File: src/rtl/cmq_pkg.sv
package cmq_pkg;
  localparam int unsigned CPU_IW = 2;
  localparam int unsigned AW     = 32;
  localparam int unsigned WW     = 8;

  localparam logic [11:0] OFS_PRIM = 12'h244;
  localparam logic [11:0] OFS_MODE = 12'h248;
  localparam logic [11:0] OFS_ADDR = 12'h24C;
  localparam logic [11:0] OFS_SIZE = 12'h250;
  localparam logic [11:0] OFS_MASK = 12'h254;
  localparam logic [11:0] OFS_WAYS = 12'h258;
  localparam logic [11:0] OFS_RES  = 12'h25C;
  localparam logic [11:0] OFS_STAT = 12'h260;

  localparam logic [31:0] PRIM_DRAIN = 32'h8;
  localparam logic [31:0] PRIM_PFFL  = 32'h9;

  typedef enum logic [2:0] {
    OP_INV, OP_CLEAN, OP_FLUSH, OP_PF_CACHE,
    OP_PF_BUF, OP_TOUCH, OP_TOUCH_ZERO, OP_TOUCH_DIRTY
  } op_e;

  typedef enum logic [1:0] {
    SC_RANGE = 2'd0, SC_ALL = 2'd1, SC_WAY = 2'd2, SC_RSVD = 2'd3
  } scope_e;

  typedef struct packed {
    op_e               op;
    scope_e            scope;
    logic [1:0]        target;
    logic              notify;
    logic [CPU_IW-1:0] cpu;
    logic [AW-1:0]     addr;
    logic [AW-1:0]     size;
    logic [AW-1:0]     mask;
    logic [WW-1:0]     ways;
  } cmd_t;
endpackage

File: src/rtl/cmq_fifo.sv
module cmq_fifo #(
  parameter int unsigned DEPTH = 4,
  parameter type         T     = logic,
  localparam int unsigned PW   = (DEPTH > 1) ? $clog2(DEPTH) : 1,
  localparam int unsigned CW   = $clog2(DEPTH + 1)
) (
  input  logic          clk_i,
  input  logic          rst_ni,
  input  logic          push_i,
  input  T              data_i,
  input  logic          pop_i,
  output T              head_o,
  output logic          full_o,
  output logic          empty_o,
  output logic [CW-1:0] cnt_o
);
  T              mem_q [DEPTH];
  logic [PW-1:0] wr_q, rd_q;
  logic [CW-1:0] cnt_q;
  logic          do_push, do_pop;

  assign full_o  = (cnt_q == CW'(DEPTH));
  assign empty_o = (cnt_q == '0);
  assign cnt_o   = cnt_q;
  assign head_o  = mem_q[rd_q];
  assign do_push = push_i && !full_o;
  assign do_pop  = pop_i && !empty_o;

  function automatic logic [PW-1:0] nxt(logic [PW-1:0] p);
    return (p == PW'(DEPTH - 1)) ? '0 : p + PW'(1);
  endfunction

  always_ff @(posedge clk_i or negedge rst_ni) begin
    if (!rst_ni) begin
      wr_q  <= '0;
      rd_q  <= '0;
      cnt_q <= '0;
    end else begin
      if (do_push) wr_q <= nxt(wr_q);
      if (do_pop)  rd_q <= nxt(rd_q);
      case ({do_push, do_pop})
        2'b10:   cnt_q <= cnt_q + CW'(1);
        2'b01:   cnt_q <= cnt_q - CW'(1);
        default: cnt_q <= cnt_q;
      endcase
    end
  end

  always_ff @(posedge clk_i) begin
    if (do_push) mem_q[wr_q] <= data_i;
  end
endmodule

File: src/rtl/cmq_exec.sv
module cmq_exec
  import cmq_pkg::*;
#(
  parameter int unsigned LINE_BYTES = 64,
  parameter int unsigned ALL_CYC    = 16,
  parameter int unsigned LAT_W      = 4,
  localparam int unsigned LINE_SH   = $clog2(LINE_BYTES),
  localparam int unsigned CNT_W     = AW + 1 + LAT_W
) (
  input  logic             clk_i,
  input  logic             rst_ni,
  input  logic [LAT_W-1:0] lat_i,
  input  logic             empty_i,
  input  cmd_t             head_i,
  output logic             pop_o,
  output logic             busy_o,
  output logic             done_o,
  output cmd_t             cur_o
);
  logic             busy_q;
  logic [CNT_W-1:0] cnt_q;
  cmd_t             cur_q;

  function automatic logic [CNT_W-1:0] run_len(cmd_t c, logic [LAT_W-1:0] lat);
    logic [AW:0]      lines;
    logic [LAT_W-1:0] per;
    logic [CNT_W-1:0] n;
    lines = ({1'b0, c.size} + (AW+1)'(LINE_BYTES - 1)) >> LINE_SH;
    per   = (lat == '0) ? LAT_W'(1) : lat;
    n     = CNT_W'(lines) * CNT_W'(per);
    if (c.scope != SC_RANGE) n = CNT_W'(ALL_CYC);
    else if (n == '0)        n = CNT_W'(1);
    return n;
  endfunction

  assign done_o = busy_q && (cnt_q == CNT_W'(1));
  assign pop_o  = !empty_i && (!busy_q || done_o);
  assign busy_o = busy_q;
  assign cur_o  = cur_q;

  always_ff @(posedge clk_i or negedge rst_ni) begin
    if (!rst_ni) begin
      busy_q <= 1'b0;
      cnt_q  <= '0;
      cur_q  <= '0;
    end else if (pop_o) begin
      busy_q <= 1'b1;
      cnt_q  <= run_len(head_i, lat_i);
      cur_q  <= head_i;
    end else if (done_o) begin
      busy_q <= 1'b0;
      cnt_q  <= '0;
    end else if (busy_q) begin
      cnt_q  <= cnt_q - CNT_W'(1);
    end
  end
endmodule

File: src/rtl/cmq_regs.sv
module cmq_regs
  import cmq_pkg::*;
#(
  parameter int unsigned N_CPU = 2,
  parameter int unsigned DEPTH = 4,
  localparam int unsigned CPU_W = $clog2(N_CPU),
  localparam int unsigned PDW   = $clog2(DEPTH + 2)
) (
  input  logic             clk_i,
  input  logic             rst_ni,
  input  logic             req_i,
  input  logic             we_i,
  input  logic [CPU_W-1:0] cpu_i,
  input  logic [11:0]      addr_i,
  input  logic [31:0]      wdata_i,
  output logic [31:0]      rdata_o,
  input  logic             full_i,
  input  logic             idle_i,
  output logic             push_o,
  output cmd_t             push_cmd_o,
  input  logic             done_i,
  input  logic             busy_i,
  input  cmd_t             cur_i,
  output logic             drain_o,
  output logic             pf_flush_o,
  output logic             lock_held_o,
  output logic [CPU_W-1:0] lock_owner_o,
  output logic [N_CPU-1:0] end_flag_o
);
  logic             own_v_q;
  logic [CPU_W-1:0] own_q;
  op_e              op_q;
  scope_e           scope_q;
  logic [1:0]       target_q;
  logic             notify_q;
  logic [AW-1:0]    addr_q, size_q, mask_q;
  logic [WW-1:0]    ways_q;
  logic             drain_q, pfl_q;

  logic             wr, rd, is_owner, mode_take, release_rd, stage_wr;
  logic [N_CPU-1:0] err_v;
  logic [2:0]       stat_v [N_CPU];

  assign wr         = req_i && we_i;
  assign rd         = req_i && !we_i;
  assign is_owner   = own_v_q && (own_q == cpu_i);
  assign mode_take  = wr && (addr_i == OFS_MODE) && (!own_v_q || own_q == cpu_i);
  assign release_rd = rd && (addr_i == OFS_RES) && is_owner;
  assign stage_wr   = wr && (addr_i == OFS_MODE || addr_i == OFS_ADDR ||
                             addr_i == OFS_SIZE || addr_i == OFS_MASK ||
                             addr_i == OFS_WAYS);
  assign push_o     = release_rd && !full_i;

  always_comb begin
    push_cmd_o        = '0;
    push_cmd_o.op     = op_q;
    push_cmd_o.scope  = scope_q;
    push_cmd_o.target = target_q;
    push_cmd_o.notify = notify_q;
    push_cmd_o.cpu    = CPU_IW'(own_q);
    push_cmd_o.addr   = addr_q;
    push_cmd_o.size   = size_q;
    push_cmd_o.mask   = mask_q;
    push_cmd_o.ways   = ways_q;
  end

  // shared right and staging registers
  always_ff @(posedge clk_i or negedge rst_ni) begin
    if (!rst_ni) begin
      own_v_q  <= 1'b0;
      own_q    <= '0;
      op_q     <= OP_INV;
      scope_q  <= SC_RANGE;
      target_q <= '0;
      notify_q <= 1'b0;
      addr_q   <= '0;
      size_q   <= '0;
      mask_q   <= '0;
      ways_q   <= '0;
      drain_q  <= 1'b0;
      pfl_q    <= 1'b0;
    end else begin
      drain_q <= wr && (addr_i == OFS_PRIM) && (wdata_i == PRIM_DRAIN);
      pfl_q   <= wr && (addr_i == OFS_PRIM) && (wdata_i == PRIM_PFFL);
      if (mode_take) begin
        own_v_q  <= 1'b1;
        own_q    <= cpu_i;
        op_q     <= op_e'(wdata_i[2:0]);
        scope_q  <= scope_e'(wdata_i[18:17]);
        target_q <= wdata_i[22:21];
        notify_q <= wdata_i[15];
      end else if (release_rd) begin
        own_v_q  <= 1'b0;
      end
      if (wr && is_owner) begin
        case (addr_i)
          OFS_ADDR: addr_q <= wdata_i;
          OFS_SIZE: size_q <= wdata_i;
          OFS_MASK: mask_q <= wdata_i;
          OFS_WAYS: ways_q <= wdata_i[WW-1:0];
          default: ;
        endcase
      end
    end
  end

  // per-CPU result and status
  for (genvar c = 0; c < N_CPU; c++) begin : g_cpu
    logic           sel, err_q, ef_q, set_ef, clr_ef, inc, dec, mine_run;
    logic [PDW-1:0] pend_q;

    assign sel      = req_i && (cpu_i == CPU_W'(c));
    assign mine_run = cur_i.cpu == CPU_IW'(c);
    assign set_ef   = done_i && cur_i.notify && mine_run;
    assign clr_ef   = sel && we_i && (addr_i == OFS_STAT) && wdata_i[2];
    assign inc      = push_o && (own_q == CPU_W'(c));
    assign dec      = done_i && mine_run;

    always_ff @(posedge clk_i or negedge rst_ni) begin
      if (!rst_ni) begin
        err_q  <= 1'b0;
        ef_q   <= 1'b0;
        pend_q <= '0;
      end else begin
        if (sel && mode_take)
          err_q <= 1'b0;
        else if (sel && stage_wr && !is_owner)
          err_q <= 1'b1;
        else if (sel && rd && (addr_i == OFS_RES) && !is_owner)
          err_q <= 1'b0;
        ef_q <= set_ef || (ef_q && !clr_ef);
        case ({inc, dec})
          2'b10:   pend_q <= pend_q + PDW'(1);
          2'b01:   pend_q <= pend_q - PDW'(1);
          default: pend_q <= pend_q;
        endcase
      end
    end

    assign err_v[c]      = err_q;
    assign end_flag_o[c] = ef_q;
    assign stat_v[c]     = {ef_q, busy_i && mine_run, pend_q != '0};
  end

  always_comb begin
    rdata_o = '0;
    if (rd) begin
      case (addr_i)
        OFS_RES:  rdata_o = is_owner ? {30'b0, full_i, 1'b0} : {31'b0, err_v[cpu_i]};
        OFS_STAT: rdata_o = {29'b0, stat_v[cpu_i]};
        OFS_PRIM: rdata_o = {31'b0, !idle_i};
        default:  rdata_o = '0;
      endcase
    end
  end

  assign drain_o      = drain_q;
  assign pf_flush_o   = pfl_q;
  assign lock_held_o  = own_v_q;
  assign lock_owner_o = own_q;
endmodule

File: src/rtl/cmq_top.sv
module cmq_top
  import cmq_pkg::*;
#(
  parameter int unsigned N_CPU      = 2,
  parameter int unsigned DEPTH      = 4,
  parameter int unsigned LINE_BYTES = 64,
  parameter int unsigned ALL_CYC    = 16,
  parameter int unsigned LAT_W      = 4,
  localparam int unsigned CPU_W     = $clog2(N_CPU),
  localparam int unsigned CW        = $clog2(DEPTH + 1)
) (
  input  logic             clk_i,
  input  logic             rst_ni,
  input  logic             req_i,
  input  logic             we_i,
  input  logic [CPU_W-1:0] cpu_i,
  input  logic [11:0]      addr_i,
  input  logic [31:0]      wdata_i,
  output logic [31:0]      rdata_o,
  input  logic [LAT_W-1:0] lat_i,
  output logic             drain_o,
  output logic             pf_flush_o,
  output logic             done_o,
  output logic [CPU_W-1:0] done_cpu_o,
  output logic [2:0]       done_op_o,
  output logic [1:0]       done_scope_o,
  output logic [1:0]       done_target_o,
  output logic [31:0]      done_addr_o,
  output logic [31:0]      done_mask_o,
  output logic [7:0]       done_ways_o
);
  cmd_t             push_cmd, head, cur_cmd;
  logic             push, pop, fifo_full, fifo_empty, exec_busy, lock_held;
  logic [CW-1:0]    fifo_cnt;
  logic [CPU_W-1:0] lock_owner;
  logic [N_CPU-1:0] end_flag;

  cmq_regs #(.N_CPU(N_CPU), .DEPTH(DEPTH)) i_regs (
    .clk_i, .rst_ni, .req_i, .we_i, .cpu_i, .addr_i, .wdata_i, .rdata_o,
    .full_i      (fifo_full),
    .idle_i      (fifo_empty && !exec_busy),
    .push_o      (push),
    .push_cmd_o  (push_cmd),
    .done_i      (done_o),
    .busy_i      (exec_busy),
    .cur_i       (cur_cmd),
    .drain_o, .pf_flush_o,
    .lock_held_o (lock_held),
    .lock_owner_o(lock_owner),
    .end_flag_o  (end_flag)
  );

  cmq_fifo #(.DEPTH(DEPTH), .T(cmd_t)) i_fifo (
    .clk_i, .rst_ni,
    .push_i (push),
    .data_i (push_cmd),
    .pop_i  (pop),
    .head_o (head),
    .full_o (fifo_full),
    .empty_o(fifo_empty),
    .cnt_o  (fifo_cnt)
  );

  cmq_exec #(.LINE_BYTES(LINE_BYTES), .ALL_CYC(ALL_CYC), .LAT_W(LAT_W)) i_exec (
    .clk_i, .rst_ni, .lat_i,
    .empty_i(fifo_empty),
    .head_i (head),
    .pop_o  (pop),
    .busy_o (exec_busy),
    .done_o (done_o),
    .cur_o  (cur_cmd)
  );

  assign done_cpu_o    = cur_cmd.cpu[CPU_W-1:0];
  assign done_op_o     = cur_cmd.op;
  assign done_scope_o  = cur_cmd.scope;
  assign done_target_o = cur_cmd.target;
  assign done_addr_o   = cur_cmd.addr;
  assign done_mask_o   = cur_cmd.mask;
  assign done_ways_o   = cur_cmd.ways;
endmodule

File: config.mk
export PLATFORM = sky130hd
export DESIGN_NAME = cmq_top
export DESIGN_NICKNAME = d
export VERILOG_FILES = /design/src/rtl/cmq_pkg.sv /design/src/rtl/cmq_fifo.sv /design/src/rtl/cmq_exec.sv /design/src/rtl/cmq_regs.sv /design/src/rtl/cmq_top.sv
export SDC_FILE = /design/constraint.sdc
export NUM_CORES = 1
export LEC_CHECK = 0
export BUFFER_PORTS_ARGS = -buffer_cell sky130_fd_sc_hd__buf_2
export CAP_MARGIN = 15
export CORE_MARGIN = 2
export CORE_UTILIZATION = 55
export DETAILED_ROUTE_END_ITERATION = 16
export PLACE_DENSITY_LB_ADDON = 0.1
export SLEW_MARGIN = 20
export SYNTH_ARGS = -nofsm -noshare
export SYNTH_HDL_FRONTEND = slang
export SYNTH_HIERARCHICAL = 1
export SYNTH_SLANG_ARGS = --single-unit
File: constraint.sdc
create_clock -name clk_i -period 9.95 [get_ports clk_i]
set_input_delay 0.995 -clock clk_i [delete_from_list [all_inputs] [get_ports clk_i]]
set_output_delay 0.995 -clock clk_i [all_outputs]
set_load 0.05 [all_outputs]
==> results.yml <==
final_layout:
  drive_gt1_share_pct: 27.61
  n_antenna_cell: 0
  area_growth_pct: 11.11
  final_util_pct: 61.47
  fin_nets: 2355
timing:
  hold_violations: 0
  worst_pin_slew_ns: 1.057
  fmax_mhz: 134.0
  slew_headroom_pct: 29.57
  drv_slew: 0
  skew_ns: 0.02271
  final-setup-viol-count: 0
  min_period_ns: 7.464
  period_share_pct: 75.02
  rsz0062_at_grt: "no"
  setup_tns_ns: 0
flow_run:
  max_cap_violations: 0
pwr:
  vdd_drop_max_mv: 0.1457
  power_leakage_nw: 15.60
  power_density_nw_per_um2: 164.8
floorplanning:
  dieArea_um2: 60990
  dieHeight_um: 247.0
  start_util_pct: 55.32
  pin_count: 168
  coreArea_um2: 58690
  die_x_um: 247.0
  rows: 89
setup_path:
  critPathKind: "flip-flop to flip-flop"
  rr_worst_depth: 24
  required_ns: 10.47
  critPathLaunchType: "flip-flop"
  timing.rr.start: "i_fifo/rd_q[0]"
  critPathCaptureType: "flip-flop"
  path_max_fanout: 90
  rr_endpoint: "i_exec/cnt_q[0]"
  r2r_setup_slack_ns: 2.49
  worst_ep_arrival_time_ns: 7.98
grt:
  grt_pass1_wl_mm: 109.1
  grt_max_degree: 91
  grt_use_met1_pct: 32.65
  busiest_layer: "met2"
  global_route.usage.met3_pct: 3.386
  grt_pass1_vias: 18328
  grt-ovfl-total: 0
  antenna_found_initial: 4
  grtUsageTotal_pct: 23.75
  gr-usage-met2_pct: 40.07
synthesis:
  synth_cells: 2071
  ys_warn_count: 6
  avgSynthCellArea_um2: 15.68
  synth_area_um2: 32470
clock_tree:
  clock_sinks: 709
  post_cts_resized: 0
  cts_tree: "done"
  postCtsSetupRepairBufs: 0
  cts-root-buf: "clkbuf_16"
  htreeDepth: 3
  path_clk_slew_ns: 0.06
  postCtsHoldBufs: 0
  cts_buffers: 72
  clk_path_buf_depth: 3
  clock_latency_ns: 0.61
status:
  outcome: "finished clean"
route:
  via_per_inst: 5.825
  drt_iter0_markers: 1327
  vias: 17691
  drc: 0
  routed_wl_mm: 69.99
  ant_nets: 0
  wire_per_inst_um: 23.04
  dr.pass1.iters: 5
placement:
  io_buffers: 138
  dpl.hpwl_mm: 44.51
  gp_congestion: 0.8560
worst_hold_path:
  worstHoldPathType: "primary input to async pin"
routing by layer:
metal / wire length [µm] / part of all wire (%)
met5: 0 / 0
met4: 1428 / 2.0
met3: 2905 / 4.2
met2: 35340 / 50
met1: 30310 / 43
placed cells by master (no fill, tap or decap), types with 15 or more instances in the layout:
| cell | n |
|---|---|
| mux2_2 | 102 |
| clkbuf_16 | 74 |
| clkbuf_1 | 15 |
| dfrtp_1 | 251 |
| edfxtp_1 | 456 |
| mux2_4 | 100 |
| conb_1 | 30 |
| buf_2 | 137 |
| mux4_2 | 114 |
| and2_1 | 16 |
| inv_1 | 94 |
| nor2b_1 | 70 |
| ha_1 | 45 |
| nor4_1 | 20 |
| nand4_1 | 20 |
| a21oi_1 | 60 |
| xor2_1 | 31 |
| nor2_1 | 78 |
| nor3_1 | 36 |
| o21ai_0 | 47 |
| nand3_1 | 24 |
| fa_1 | 53 |
| nand2_1 | 81 |
| xnor2_1 | 35 |
| nand2b_1 | 17 |
power by group:
| part | internal (W) | switching (W) |
|---|---|---|
| registers | 0.00311 | 0.00000243 |
| logic | 0.0000199 | 0.0000854 |
| clock network | 0.00161 | 0.00111 |
through the flow:
| stage | cells | cell area (µm²) | setup WS (ns) | hold slack [ns] | total power (W) |
|---|---|---|---|---|---|
| floorplan | 2100 | 32580 | 3.376 | 0.4429 | 0.003229 |
| global placement | 2903 | 33630 | 2.635 | 0.4587 | 0.003281 |
| detailed placement | 2903 | 33630 | 2.469 | 0.4572 | 0.003282 |
| CTS | 3037 | 36070 | 2.462 | 0.3202 | 0.006003 |
| global route | 3037 | 36070 | 1.881 | 0.3396 | 0.006130 |
| finish | 3037 | 36070 | 2.486 | 0.3101 | 0.005945 |
how the worst max path moves through the flow:
stage	startpoint	to	slack, ns	depth (start not counted)
after floorplan	i_fifo/rd_q[0]	i_exec/cnt_q[0]	3.38	26
after global routing	i_fifo/rd_q[0]	i_exec/cnt_q[0]	1.88	22
after detailed placement	i_fifo/rd_q[0]	i_exec/cnt_q[0]	2.47	24
after global placement	i_fifo/rd_q[0]	i_exec/cnt_q[0]	2.63	24
final	i_fifo/rd_q[0]	i_exec/cnt_q[0]	2.49	24
after CTS	i_fifo/rd_q[0]	i_exec/cnt_q[0]	2.46	24
layout make-up:
cell class                      instances  area (µm²)
Clock buffer                          103        2101
Clock inverter                         31       337.8
Fill cell                            4292       22610
Inverter                               94       352.8
Multi-Input combinational cell       1173       11450
Sequential cell                       709       20030
Tap cell                              773       967.2
Timing Repair Buffer                  154       837.1
state kept, by name, indices dropped and copies added, names as in the netlist, 2 cells and up:
signal	flops
i_exec/cnt_q	37
i_regs/op_q	3
i_regs/addr_q	32
i_fifo/wr_q	2
i_regs/g_cpu.ef_q	2
i_regs/target_q	2
i_regs/size_q	32
i_regs/g_cpu.pend_q	6
i_regs/ways_q	8
i_regs/mask_q	32
i_regs/scope_q	2
i_regs/g_cpu.err_q	2
i_exec/cur_o	82
i_fifo/mem_q	456
i_fifo/cnt_o	3
i_fifo/rd_q	2
critical path, stage by stage, from the launching register on:
cell and delay, ns:
dfrtp_4 0.81, buf_12 0.64, mux4_2 0.42, nand3_1 0.11, nor2_1 0.18, and3_1 0.22, nand4_1 0.21, nor4_1 0.64
nand3_1 0.18, xnor2_1 0.22, and2_1 0.20, fa_1 0.49, inv_1 0.06, fa_1 0.52, inv_1 0.04, ha_1 0.44
nand2_1 0.14, o21ai_1 0.40, nor3_1 0.10, a21oi_1 0.15, o2111ai_1 0.12, or4_1 0.54, nor3_1 0.16, nand3_1 0.11
o21ai_0 0.17
Note: power is estimated with default switching activity, not from simulation.
